--- config.mk ---
export PLATFORM = sky130hd
export DESIGN_NAME = blk_dispatch
export DESIGN_NICKNAME = d
export VERILOG_FILES = /design/src/rtl/bd_pkg.sv /design/src/rtl/bd_slot_table.sv /design/src/rtl/bd_core_pick.sv /design/src/rtl/bd_grid_ctrl.sv /design/src/rtl/blk_dispatch.sv
export SDC_FILE = /design/constraint.sdc
export NUM_CORES = 1
export LEC_CHECK = 0
export ABC_AREA = 1
export ABC_CLOCK_PERIOD_IN_PS = 1800
export CORE_MARGIN = 2
export CORE_UTILIZATION = 43
export CTS_CLUSTER_DIAMETER = 40
export DETAILED_ROUTE_END_ITERATION = 12
export GPL_ROUTABILITY_DRIVEN = 1
export PLACE_DENSITY = 0.82
export SETUP_SLACK_MARGIN = 0.4
export SYNTH_ARGS = -nofsm -noshare
export SYNTH_HDL_FRONTEND = slang
export SYNTH_SLANG_ARGS = --single-unit
--- constraint.sdc ---
create_clock -name clk_i -period 1.8 [get_ports clk_i]
set_input_delay 0.36 -clock clk_i [delete_from_list [all_inputs] [get_ports clk_i]]
set_output_delay 0.36 -clock clk_i [all_outputs]
set_load 0.05 [all_outputs]
--- src/rtl/bd_pkg.sv ---
package bd_pkg;
  localparam int unsigned MAX_BLOCK_THREADS = 1024;
  localparam int unsigned WARP_LANES        = 32;
endpackage

--- src/rtl/bd_slot_table.sv ---
module bd_slot_table #(
  parameter int unsigned NUM_CORES      = 4,
  parameter int unsigned SLOTS_PER_CORE = 4,
  localparam int unsigned CORE_W = (NUM_CORES > 1) ? $clog2(NUM_CORES) : 1,
  localparam int unsigned SLOT_W = (SLOTS_PER_CORE > 1) ? $clog2(SLOTS_PER_CORE) : 1,
  localparam int unsigned NSLOT  = NUM_CORES * SLOTS_PER_CORE
) (
  input  logic                          clk_i,
  input  logic                          rst_ni,
  input  logic                          set_i,
  input  logic [CORE_W-1:0]             set_core_i,
  input  logic [SLOT_W-1:0]             set_slot_i,
  input  logic [NUM_CORES-1:0]          clr_i,
  input  logic [NUM_CORES*SLOT_W-1:0]   clr_slot_i,
  output logic [NSLOT-1:0]              occ_o,
  output logic [NSLOT-1:0]              occ_nxt_o
);
  logic [NSLOT-1:0] occ_q;

  for (genvar c = 0; c < NUM_CORES; c++) begin : g_core
    for (genvar s = 0; s < SLOTS_PER_CORE; s++) begin : g_slot
      localparam int unsigned IDX = c * SLOTS_PER_CORE + s;
      logic set_b, clr_b;
      assign set_b = set_i && (set_core_i == CORE_W'(c)) && (set_slot_i == SLOT_W'(s));
      assign clr_b = clr_i[c] && (clr_slot_i[c*SLOT_W +: SLOT_W] == SLOT_W'(s));
      assign occ_nxt_o[IDX] = (occ_q[IDX] & ~clr_b) | set_b;

      always_ff @(posedge clk_i or negedge rst_ni) begin
        if (!rst_ni) occ_q[IDX] <= 1'b0;
        else         occ_q[IDX] <= occ_nxt_o[IDX];
      end
    end
  end

  assign occ_o = occ_q;
endmodule

--- src/rtl/bd_core_pick.sv ---
module bd_core_pick #(
  parameter int unsigned NUM_CORES      = 4,
  parameter int unsigned SLOTS_PER_CORE = 4,
  localparam int unsigned CORE_W = (NUM_CORES > 1) ? $clog2(NUM_CORES) : 1,
  localparam int unsigned SLOT_W = (SLOTS_PER_CORE > 1) ? $clog2(SLOTS_PER_CORE) : 1,
  localparam int unsigned NSLOT  = NUM_CORES * SLOTS_PER_CORE
) (
  input  logic [NSLOT-1:0]  occ_i,
  output logic              found_o,
  output logic [CORE_W-1:0] core_o,
  output logic [SLOT_W-1:0] slot_o
);
  // descending scan: last hit is lowest core, lowest slot
  always_comb begin
    found_o = 1'b0;
    core_o  = '0;
    slot_o  = '0;
    for (int c = NUM_CORES - 1; c >= 0; c--) begin
      for (int s = SLOTS_PER_CORE - 1; s >= 0; s--) begin
        if (!occ_i[c*SLOTS_PER_CORE + s]) begin
          found_o = 1'b1;
          core_o  = CORE_W'(c);
          slot_o  = SLOT_W'(s);
        end
      end
    end
  end
endmodule

--- src/rtl/bd_grid_ctrl.sv ---
module bd_grid_ctrl
  import bd_pkg::*;
#(
  parameter int unsigned GRID_W = 16,
  parameter int unsigned THR_W  = 11
) (
  input  logic              clk_i,
  input  logic              rst_ni,
  input  logic              launch_i,
  input  logic [GRID_W-1:0] grid_blocks_i,
  input  logic [THR_W-1:0]  block_threads_i,
  input  logic              pick_found_i,
  input  logic              occ_any_i,
  input  logic              occ_nxt_any_i,
  output logic              fire_o,
  output logic [GRID_W-1:0] blk_o,
  output logic              busy_o,
  output logic              grid_done_o,
  output logic              reject_o
);
  logic              busy_q, done_q, rej_q;
  logic [GRID_W-1:0] blk_q, grid_q;
  logic              thr_ok, accept, fin;

  assign thr_ok = (block_threads_i != '0) && (32'(block_threads_i) <= MAX_BLOCK_THREADS);
  assign accept = launch_i && !busy_q && thr_ok && (grid_blocks_i != '0);
  assign fire_o = busy_q && (blk_q != grid_q) && pick_found_i;
  // queue drained and the last resident block leaves at this edge
  assign fin    = busy_q && (blk_q == grid_q) && occ_any_i && !occ_nxt_any_i;

  always_ff @(posedge clk_i or negedge rst_ni) begin
    if (!rst_ni) begin
      busy_q <= 1'b0;
      done_q <= 1'b0;
      rej_q  <= 1'b0;
      blk_q  <= '0;
      grid_q <= '0;
    end else begin
      rej_q  <= launch_i && !busy_q && !accept;
      done_q <= fin;
      if (accept) begin
        busy_q <= 1'b1;
        blk_q  <= '0;
        grid_q <= grid_blocks_i;
      end else begin
        if (fire_o) blk_q  <= blk_q + 1'b1;
        if (fin)    busy_q <= 1'b0;
      end
    end
  end

  assign blk_o       = blk_q;
  assign busy_o      = busy_q;
  assign grid_done_o = done_q;
  assign reject_o    = rej_q;
endmodule

--- src/rtl/blk_dispatch.sv ---
module blk_dispatch #(
  parameter int unsigned NUM_CORES      = 4,
  parameter int unsigned SLOTS_PER_CORE = 4,
  parameter int unsigned GRID_W         = 16,
  parameter int unsigned THR_W          = 11,
  localparam int unsigned CORE_W = (NUM_CORES > 1) ? $clog2(NUM_CORES) : 1,
  localparam int unsigned SLOT_W = (SLOTS_PER_CORE > 1) ? $clog2(SLOTS_PER_CORE) : 1
) (
  input  logic                        clk_i,
  input  logic                        rst_ni,
  input  logic                        launch_i,
  input  logic [GRID_W-1:0]           grid_blocks_i,
  input  logic [THR_W-1:0]            block_threads_i,
  input  logic [NUM_CORES-1:0]        cmpl_i,
  input  logic [NUM_CORES*SLOT_W-1:0] cmpl_slot_i,
  output logic                        disp_valid_o,
  output logic [CORE_W-1:0]           disp_core_o,
  output logic [SLOT_W-1:0]           disp_slot_o,
  output logic [GRID_W-1:0]           disp_block_o,
  output logic                        busy_o,
  output logic                        grid_done_o,
  output logic                        reject_o
);
  localparam int unsigned NSLOT = NUM_CORES * SLOTS_PER_CORE;

  logic [NSLOT-1:0]  occ_q, occ_nxt;
  logic              pick_found, fire;
  logic [CORE_W-1:0] pick_core;
  logic [SLOT_W-1:0] pick_slot;

  bd_core_pick #(.NUM_CORES(NUM_CORES), .SLOTS_PER_CORE(SLOTS_PER_CORE)) u_pick (
    .occ_i   (occ_q),
    .found_o (pick_found),
    .core_o  (pick_core),
    .slot_o  (pick_slot)
  );

  bd_slot_table #(.NUM_CORES(NUM_CORES), .SLOTS_PER_CORE(SLOTS_PER_CORE)) u_tbl (
    .clk_i      (clk_i),
    .rst_ni     (rst_ni),
    .set_i      (fire),
    .set_core_i (pick_core),
    .set_slot_i (pick_slot),
    .clr_i      (cmpl_i),
    .clr_slot_i (cmpl_slot_i),
    .occ_o      (occ_q),
    .occ_nxt_o  (occ_nxt)
  );

  bd_grid_ctrl #(.GRID_W(GRID_W), .THR_W(THR_W)) u_ctrl (
    .clk_i           (clk_i),
    .rst_ni          (rst_ni),
    .launch_i        (launch_i),
    .grid_blocks_i   (grid_blocks_i),
    .block_threads_i (block_threads_i),
    .pick_found_i    (pick_found),
    .occ_any_i       (|occ_q),
    .occ_nxt_any_i   (|occ_nxt),
    .fire_o          (fire),
    .blk_o           (disp_block_o),
    .busy_o          (busy_o),
    .grid_done_o     (grid_done_o),
    .reject_o        (reject_o)
  );

  assign disp_valid_o = fire;
  assign disp_core_o  = pick_core;
  assign disp_slot_o  = pick_slot;
endmodule

==> results of run 1 <==
==> timing repair <==
item	4_1_cts	5_1_grt
gates cloned	4	0
gates resized for setup	201	74
setup buffers	39	10
endpoints found under the setup margin	73	73
hold endpoints to repair	0	0
pin swaps	46	25
==> metrics by stage <==
step / util, % / setup TNS, ps / instances / instance area [um^2] / hold WS, ps
3_3_place_gp: 65.77 / -7925 / 587 / 4394 / 373.8
6_report: 84.70 / -8197 / 648 / 5659 / 21.67
2_1_floorplan: - / -1474 / 369 / 3105 / 64.41
3_5_place_dp: 65.77 / -9540 / 587 / 4394 / 374.1
5_1_grt: 84.70 / -11260 / 648 / 5659 / 41.24
4_1_cts: 79.33 / -3041 / 638 / 5300 / 35.92
==> cells in the mapped netlist <==
library cell	count
sky130_fd_sc_hd__a31oi_1	1
sky130_fd_sc_hd__clkinv_1	1
sky130_fd_sc_hd__nor4_1	7
sky130_fd_sc_hd__nor2_4	1
sky130_fd_sc_hd__a2111oi_0	1
sky130_fd_sc_hd__nand3_1	17
sky130_fd_sc_hd__or3_1	1
sky130_fd_sc_hd__o21bai_1	1
sky130_fd_sc_hd__nor3_2	2
sky130_fd_sc_hd__buf_4	1
sky130_fd_sc_hd__or2_2	1
sky130_fd_sc_hd__a211oi_2	1
sky130_fd_sc_hd__nor3_1	10
sky130_fd_sc_hd__a21oi_1	9
sky130_fd_sc_hd__nand2_2	8
sky130_fd_sc_hd__a211oi_1	2
sky130_fd_sc_hd__clkbuf_1	4
sky130_fd_sc_hd__a31oi_4	1
sky130_fd_sc_hd__nand3_2	3
sky130_fd_sc_hd__nand2_1	89
sky130_fd_sc_hd__and3_1	2
sky130_fd_sc_hd__o21ai_0	24
sky130_fd_sc_hd__nand2_4	4
sky130_fd_sc_hd__ha_1	1
sky130_fd_sc_hd__nor2_2	2
sky130_fd_sc_hd__o31ai_1	7
sky130_fd_sc_hd__nor2_1	31
sky130_fd_sc_hd__nor3_4	2
sky130_fd_sc_hd__nand4_1	19
sky130_fd_sc_hd__dfrtp_1	51
sky130_fd_sc_hd__xnor2_1	16
sky130_fd_sc_hd__o221a_2	1
sky130_fd_sc_hd__nand4_2	1
sky130_fd_sc_hd__inv_2	7
sky130_fd_sc_hd__inv_1	40
==> critical path, cell delays in order, from the launching register on <==
cell and delay, ps:
sky130_fd_sc_hd__dfrtp_1 430, sky130_fd_sc_hd__buf_4 150, sky130_fd_sc_hd__buf_6 100, sky130_fd_sc_hd__buf_6 100
sky130_fd_sc_hd__nand4_1 130, sky130_fd_sc_hd__nor2_2 70, sky130_fd_sc_hd__buf_4 150, sky130_fd_sc_hd__nor3_4 170
sky130_fd_sc_hd__nand2_2 100, sky130_fd_sc_hd__nor2_4 160, sky130_fd_sc_hd__nand4_1 200, sky130_fd_sc_hd__nand2_2 170
sky130_fd_sc_hd__nor2_1 70, sky130_fd_sc_hd__nand2_1 70, sky130_fd_sc_hd__nor2_1 40, sky130_fd_sc_hd__nand2_1 60
sky130_fd_sc_hd__nand2_1 60, sky130_fd_sc_hd__nand2_1 70
==> routing by layer <==
metal	global-route usage [%]	vias to the layer above	part of all wire (%)
met3	4.095	87	6.0
met2	55.66	231	53
li1	-	1625	-
met5	0	-	0
met1	34.97	1832	34
met4	16.05	0	7.2
==> kinds of logic (layout without fill, tap and decap cells) <==
kind of cell,Yosys count,after routing,synth area share (%)
flip-flops,51,51,43.72
adder cells (fa/ha/maj),1,1,0.4286
AND/OR/NAND/NOR,200,200,33.82
buffers and inverters,53,252,6.944
XOR/XNOR,16,16,4.801
AO/OA/AOI/OAI,48,48,10.29
==> final timing paths <==
| path | slack (ps) | depth (start not counted) | endpoint |
|---|---|---|---|
| setup / recovery | -550 | 17 | u_ctrl.busy_o |
| hold / removal | 20 | 2 | u_tbl.occ_o[9] |
| setup reg to reg | -550 | 17 | u_ctrl.busy_o |
| hold reg to reg | 550 | 2 | u_ctrl.grid_q[8] |
| max in group asynchronous | 1500 | 2 | u_tbl.occ_o[0] |
| min in group clk_i | 330 | 3 | u_ctrl.grid_q[9] |
==> cell type report <==
cell class                      count  area (um^2)  share of cell area [%]
Timing Repair Buffer              195         1961                   34.65
Sequential cell                    51         1300                   22.97
Tap cell                           80        100.1                   1.769
Inverter                           48        217.7                   3.847
Multi-Input combinational cell    265         1986                   35.09
Clock buffer                        6        72.57                   1.282
Clock inverter                      2        13.76                  0.2432
Timing Repair inverter              1        8.758                  0.1548
==> registers in the layout, summed over array words and instances, names as in the netlist <==
register	cells
u_ctrl.blk_o	16
u_ctrl.grid_q	16
u_tbl.occ_o	16
u_ctrl.busy_o	1
u_ctrl.grid_done_o	1
u_ctrl.reject_o	1
==> power by group through the flow <==
stage	Combinational [mW]	Clock, mW	Sequential, mW
2_1_floorplan	1.55	0	2.15
3_3_place_gp	3.20	0	1.73
3_5_place_dp	3.28	0	1.76
4_1_cts	3.97	0.674	1.78
5_1_grt	4.88	0.747	1.88
6_report	4.68	0.703	1.87
==> summary.txt, run 1 <==
Pwr
  • IR Drop Worst-Case VDD: 1.306 mV
  • Total internal power: 3.918 mW
  • Sequential share of power: 25.7%
  • Clock network power share: 9.7%
  • Overall power after layout: 7.251 mW
  • Switching power of the nets: 3.333 mW
  • Fraction of power consumed by combinational cells: 64.6%
  • PD cells: 1281 mW/mm^2
  • Sw frac: 45.97%
  • LEAKAGE: 2.673 nW

Placement
  • Final weighted congestion in routability-driven placement: 0.9439
  • Port bufs: 65
  • Pre-CTS worst setup slack: -330.1 ps
  • Half-perimeter wire length after detailed placement: 6542 um

Logic synthesis
  • Number of distinct library cells after synthesis: 35
  • Post-Synthesis Mean Instance Area: 7.911 um^2
  • Cell type contributing the most total cell area after synthesis: sky130_fd_sc_hd__dfrtp_1
  • Syn. warnings: 0
  • Sequential-to-total area share from yosys stat: 43.72%
  • Portion of synthesized cell area occupied by the leading cell type: 43.72%
  • Synthesized Nets: 412
  • Register bit total from synthesis: 51
  • Post-synthesis instance area: 0.002919 mm^2
  • Cells after synthesis: 369
  • Cell types occupying the most area after synthesis: sky130_fd_sc_hd__dfrtp_1 44%, sky130_fd_sc_hd__nand2_1 11%, sky130_fd_sc_hd__inv_1 5.1%, sky130_fd_sc_hd__xnor2_1 4.8%, sky130_fd_sc_hd__o21ai_0 4.1%

Run
  • Max-Cap Viols: 0

Timing
  • Final cycle utilization of the critical path: 130.5%
  • Crit path setup slack, layout: -549.8 ps
  • Clock tree skew after final layout: 17.04 ps
  • Max Slew Vio Count: 0
  • Relative slew slack: 68.59%
  • Count of endpoints failing setup in the final report: 33
  • Worst slew pin tran: 467.5 ps
  • Setup repair after global routing missed its margin: true
  • Number of hold violations in the final report: 0
  • Post-layout min period: 2350 ps
  • Top achievable clock speed: 425.6 MHz

Min path
  • Min-Delay Path Class: input port to asynchronous set/reset pin

GRT
  • Number of global-route vias before repair: 3712
  • Global-route usage over all layers: 30.70%
  • GRT Residual Overflow: 0
  • Maximum number of pins on one net before global-route repair: 52
  • First-pass GRT wire length: 17670 um
  • Antenna violations before repair: 0

Clock tree
  • Hold-fix buffer count after cts: 0
  • Clock Path Buffers: 2
  • Clock tree from TritonCTS: yes
  • Count of H-tree levels built during CTS: 2
  • Clock root buffer master: sky130_fd_sc_hd__clkbuf_8
  • Cts bufs inserted: 5
  • Clock Pin Slew Worst Setup and Hold Paths: 100 ps
  • Worst skew pair latency: 330 ps
  • Sink count of the clock tree: 51

Finish
  • Number of nets in the final layout: 610
  • Most frequent cells in the layout: 80 x sky130_fd_sc_hd__buf_4, 56 x sky130_fd_sc_hd__nand2_1, 45 x sky130_fd_sc_hd__buf_6
  • Count of inserted antenna diode cells: 0
  • Most common cell after layout, fill and taps aside: sky130_fd_sc_hd__buf_4
  • Filler cell count: 300
  • Share of post-route cells with drive strength above 1: 58.10%
  • Synth-to-Final Area Change: 93.87%

Drt
  • Overall via count from detail_route: 3775
  • Router iterations before antenna repair: 5
  • Number of antenna-violating nets in the routed design: 0
  • Total length of routed wires: 13650 um
  • Vias per inst: 5.826
  • DRC violation count after routing: 0
  • Number of violations reported at the end of detailed-routing iteration 0: 249
  • Average wire per cell in the routed design: 21.06 um

Setup path
  • Required time of the worst setup path: 2070 ps
  • Launching point of the worst reg2reg path: u_tbl.occ_o[15]
  • Worst setup path category: flip-flop to flip-flop
  • Highest net fanout along the worst path: 4
  • Worst setup path start: u_tbl.occ_o[15]
  • Signal arrival time at the worst endpoint: 2620 ps
  • CP endpoint kind: flip-flop
  • Launching element type of the critical path: flip-flop

Floorplan
  • I/O pin total: 66
  • X dimension of the die: 86.39 um
  • Std-Cell Rows: 30
  • Vertical die dimension: 86.39 um
  • Die Footprint: 0.007463 mm^2
  • Effective utilization at floorplan: 43.69%
  • Placeable Area: 0.006681 mm^2

Outcome
  • Result of the run: complete, but fails checks
  • Failing checks: setup timing
No activity file was read; power rests on OpenSTA's default activity.
==> inputs of run 2 (changes only) <==
--- a/config.mk
+++ b/config.mk
@@ -7,6 +7,7 @@
 export LEC_CHECK = 0
 export ABC_AREA = 1
 export ABC_CLOCK_PERIOD_IN_PS = 1800
+export CAP_MARGIN = 40
 export CORE_MARGIN = 2
 export CORE_UTILIZATION = 43
 export CTS_CLUSTER_DIAMETER = 40
==> constraint.sdc (replaced) <==
create_clock -name clk_i -period 1.8 [get_ports clk_i]
set_input_delay 0.36 -clock clk_i [delete_from_list [all_inputs] [get_ports clk_i]]
set_output_delay 0.36 -clock clk_i [all_outputs]
set_load 0.005 [all_outputs]
==> run 2 against run 1 <==
  * The run ends with hold timing, setup timing left
  * Worst hold slack worse by 42 ps
  * Setup slack worse by 200 ps
  * Total power down 1.9%
  * Combinational power down 6.0%
  * Via count up 3.8%
  * Sequential share of layout area down 0.68 points
  * Sequential cell count unchanged
  * Maximum frequency down 7.9%
==> summary.txt, run 2 (synthesis results as in run 1) <==
Drt
  • Router iterations before antenna repair: 7 (was 5)
  • Number of antenna-violating nets in the routed design: 0 (unchanged)
  • DRC violation count after routing: 0 (unchanged)
  • Vias per inst: 5.893 (was 5.826)
  • Average wire per cell in the routed design: 22.14 um (was 21.06 um)
  • Number of violations reported at the end of detailed-routing iteration 0: 289 (was 249)
  • Overall via count from detail_route: 3919 (was 3775)
  • Total length of routed wires: 14720 um (was 13650 um)

Floorplan
  • Die Footprint: 0.007463 mm^2 (unchanged)
  • Effective utilization at floorplan: 43.69% (unchanged)
  • Vertical die dimension: 86.39 um (unchanged)
  • X dimension of the die: 86.39 um (unchanged)
  • Std-Cell Rows: 30 (unchanged)
  • I/O pin total: 66 (unchanged)
  • Placeable Area: 0.006681 mm^2 (unchanged)

Placement
  • Inst Count DP: 590 (was 587)
  • Port bufs: 65 (unchanged)
  • Half-perimeter wire length after detailed placement: 6734 um (was 6542 um)
  • Area after DPL: 0.004353 mm^2 (was 0.004394 mm^2)
  • Final weighted congestion in routability-driven placement: 0.9544 (was 0.9439)

Timing
  • Number of hold violations in the final report: 12 (was 0)
  • Max Slew Vio Count: 0 (unchanged)
  • Top achievable clock speed: 392.1 MHz (was 425.6 MHz)
  • Setup repair after global routing missed its margin: true (unchanged)
  • Crit path setup slack, layout: -750.4 ps (was -549.8 ps)
  • Final cycle utilization of the critical path: 141.7% (was 130.5%)
  • Post-layout min period: 2550 ps (was 2350 ps)
  • Worst slew pin tran: 515.6 ps (was 467.5 ps)
  • Worst hold slack: -20.60 ps (was 21.67 ps)
  • Clock tree skew after final layout: 22.84 ps (was 17.04 ps)
  • Count of endpoints failing setup in the final report: 38 (was 33)
  • Relative slew slack: 65.62% (was 68.59%)
  • Setup Total Neg Slack: -10780 ps (was -8197 ps)

Finish
  • Most common cell after layout, fill and taps aside: sky130_fd_sc_hd__buf_4 (unchanged)
  • Utilization of the core after routing: 85.94% (was 84.70%)
  • Most frequent cells in the layout: 83 x sky130_fd_sc_hd__buf_4, 71 x sky130_fd_sc_hd__buf_6, 51 x sky130_fd_sc_hd__nand2_1 (was 80 x sky130_fd_sc_hd__buf_4, 56 x sky130_fd_sc_hd__nand2_1, 45 x sky130_fd_sc_hd__buf_6)
  • Number of nets in the final layout: 627 (was 610)
  • Share of post-route cells with drive strength above 1: 57.61% (was 58.10%)
  • Non-Filler Instances: 665 (was 648)
  • Final Instance Area: 0.005742 mm^2 (was 0.005659 mm^2)
  • Synth-to-Final Area Change: 96.70% (was 93.87%)
  • Count of inserted antenna diode cells: 0 (unchanged)

Clock tree
  • Clock tree from TritonCTS: yes (unchanged)
  • Clock Path Buffers: 2 (unchanged)
  • Clock Pin Slew Worst Setup and Hold Paths: 120 ps (was 100 ps)
  • Count of H-tree levels built during CTS: 2 (unchanged)
  • Worst skew pair latency: 330 ps (about the same)
  • Cts bufs inserted: 5 (unchanged)
  • Hold-fix buffer count after cts: 0 (unchanged)
  • Clock root buffer master: sky130_fd_sc_hd__clkbuf_8 (unchanged)
  • Sink count of the clock tree: 51 (unchanged)

Setup path
  • CP endpoint kind: flip-flop (unchanged)
  • Kind of cell adding the most delay to the critical path: simple AND/OR/NAND/NOR gates (unchanged)
  • Launching element type of the critical path: flip-flop (unchanged)
  • Cell-by-cell listing of the critical path: xnor2_1 > nand4_1 > nor2_2 > nand2_2 > buf_6 > nand2_4 > nor2_2 > nand4_1 > nand4_1 > nor3_1 > nand4_1 > nor2_1 (was buf_4 > buf_6 > buf_6 > nand4_1 > nor2_2 > buf_4 > nor3_4 > nand2_2 > nor2_4 > nand4_1 > nand2_2 > nor2_1 > nand2_1 > nor2_1 > nand2_1 > nand2_1 > nand2_1)
  • Highest-delay cell along the critical path: sky130_fd_sc_hd__dfrtp_1 (unchanged)
  • Total buffers and inverters traversed by the critical path: 1 (was 4)
  • Critical path's most frequent cell: sky130_fd_sc_hd__nand4_1 (was sky130_fd_sc_hd__nand2_1)
  • Highest net fanout along the worst path: 4 (unchanged)
  • Required time of the worst setup path: 2040 ps (was 2070 ps)
  • Worst setup path category: flip-flop to flip-flop (unchanged)
  • Signal arrival time at the worst endpoint: 2790 ps (was 2620 ps)
  • Crit path largest cell delay: 430 ps (about the same)

Run
  • Max-Cap Viols: 0 (unchanged)

Pwr
  • Sw frac: 42.50% (was 45.97%)
  • IR Drop Worst-Case VDD: 0.9757 mV (was 1.306 mV)
  • Total internal power: 4.088 mW (was 3.918 mW)
  • Switching power of the nets: 3.022 mW (was 3.333 mW)
  • PD cells: 1238 mW/mm^2 (was 1281 mW/mm^2)
  • Clock network power share: 12.3% (was 9.7%)
  • Sequential share of power: 25.9% (was 25.7%)
  • Fraction of power consumed by combinational cells: 61.9% (was 64.6%)
  • LEAKAGE: 2.799 nW (was 2.673 nW)

GRT
  • First-pass GRT wire length: 17110 um (was 17670 um)
  • Global-route usage over all layers: 29.61% (was 30.70%)
  • Maximum number of pins on one net before global-route repair: 22 (was 52)
  • Antenna violations before repair: 0 (unchanged)
  • GRT Residual Overflow: 0 (unchanged)
  • Number of global-route vias before repair: 3650 (was 3712)

Outcome
  • Result of the run: complete, but fails checks (unchanged)
  • Failing checks: hold timing, setup timing (was setup timing)

Min path
  • Min-Delay Path Class: input port to asynchronous set/reset pin (unchanged)
## run 2: power groups by stage
stage               Sequential, mW  Combinational, mW  Clock, mW
floorplan                     1.82               1.34          0
global placement              1.72               2.71          0
detailed placement            1.73               2.79          0
CTS                           1.73               3.31      0.806
global route                  1.85               4.58      0.893
finish                        1.84               4.40      0.872
## run 2: area by class of cell
class / instances / area, um^2
inverter: 48 / 220.2
fill: 280 / 939.7
tap: 80 / 100.1
multi-input combinational: 265 / 2031
sequential: 51 / 1280
timing repair inverter: 1 / 16.27
clock inverter: 1 / 30.03
timing repair buffer: 212 / 1988
clock buffer: 7 / 76.32
## run 2: worst paths after layout
path	startpoint	end	slack, ps	cells past startpoint
hold / removal	rst_ni	u_ctrl.blk_o[0]	-20	1
min in group clk_i	grid_blocks_i[8]	u_ctrl.grid_q[8]	270	3
setup reg to reg	u_ctrl.grid_q[2]	u_ctrl.grid_done_o	-750	12
setup / recovery	u_ctrl.grid_q[2]	u_ctrl.grid_done_o	-750	12
hold reg to reg	u_ctrl.grid_q[8]	u_ctrl.grid_q[8]	560	2
max in group asynchronous	rst_ni	u_tbl.occ_o[0]	1120	2
## run 2: stage by stage
| stage | setup WS [ps] | power (mW) |
|---|---|---|
| 2_1_floorplan | -45.65 | 3.152 |
| 3_3_place_gp | -332.7 | 4.432 |
| 3_5_place_dp | -452.6 | 4.515 |
| 4_1_cts | -392.3 | 5.844 |
| 5_1_grt | -747.3 | 7.323 |
| 6_report | -750.4 | 7.111 |
## run 2: what timing repair did
action,in CTS,in global routing
resized for setup,234,152
setup buffers,44,20
pin swaps,27,46
endpoints found under the setup margin,75,69
cloned,1,2
## run 2: per-layer routing
metal | part of all wire [%] | up-vias | track usage (%) | wire, um
li1 | - | 1665 | - | -
met5 | 0 | - | 0 | 0
met3 | 8.4 | 100 | 4.095 | 1235
met1 | 34 | 1863 | 32.94 | 5079
met4 | 7.3 | 0 | 10.23 | 1070
met2 | 50 | 291 | 57.06 | 7337
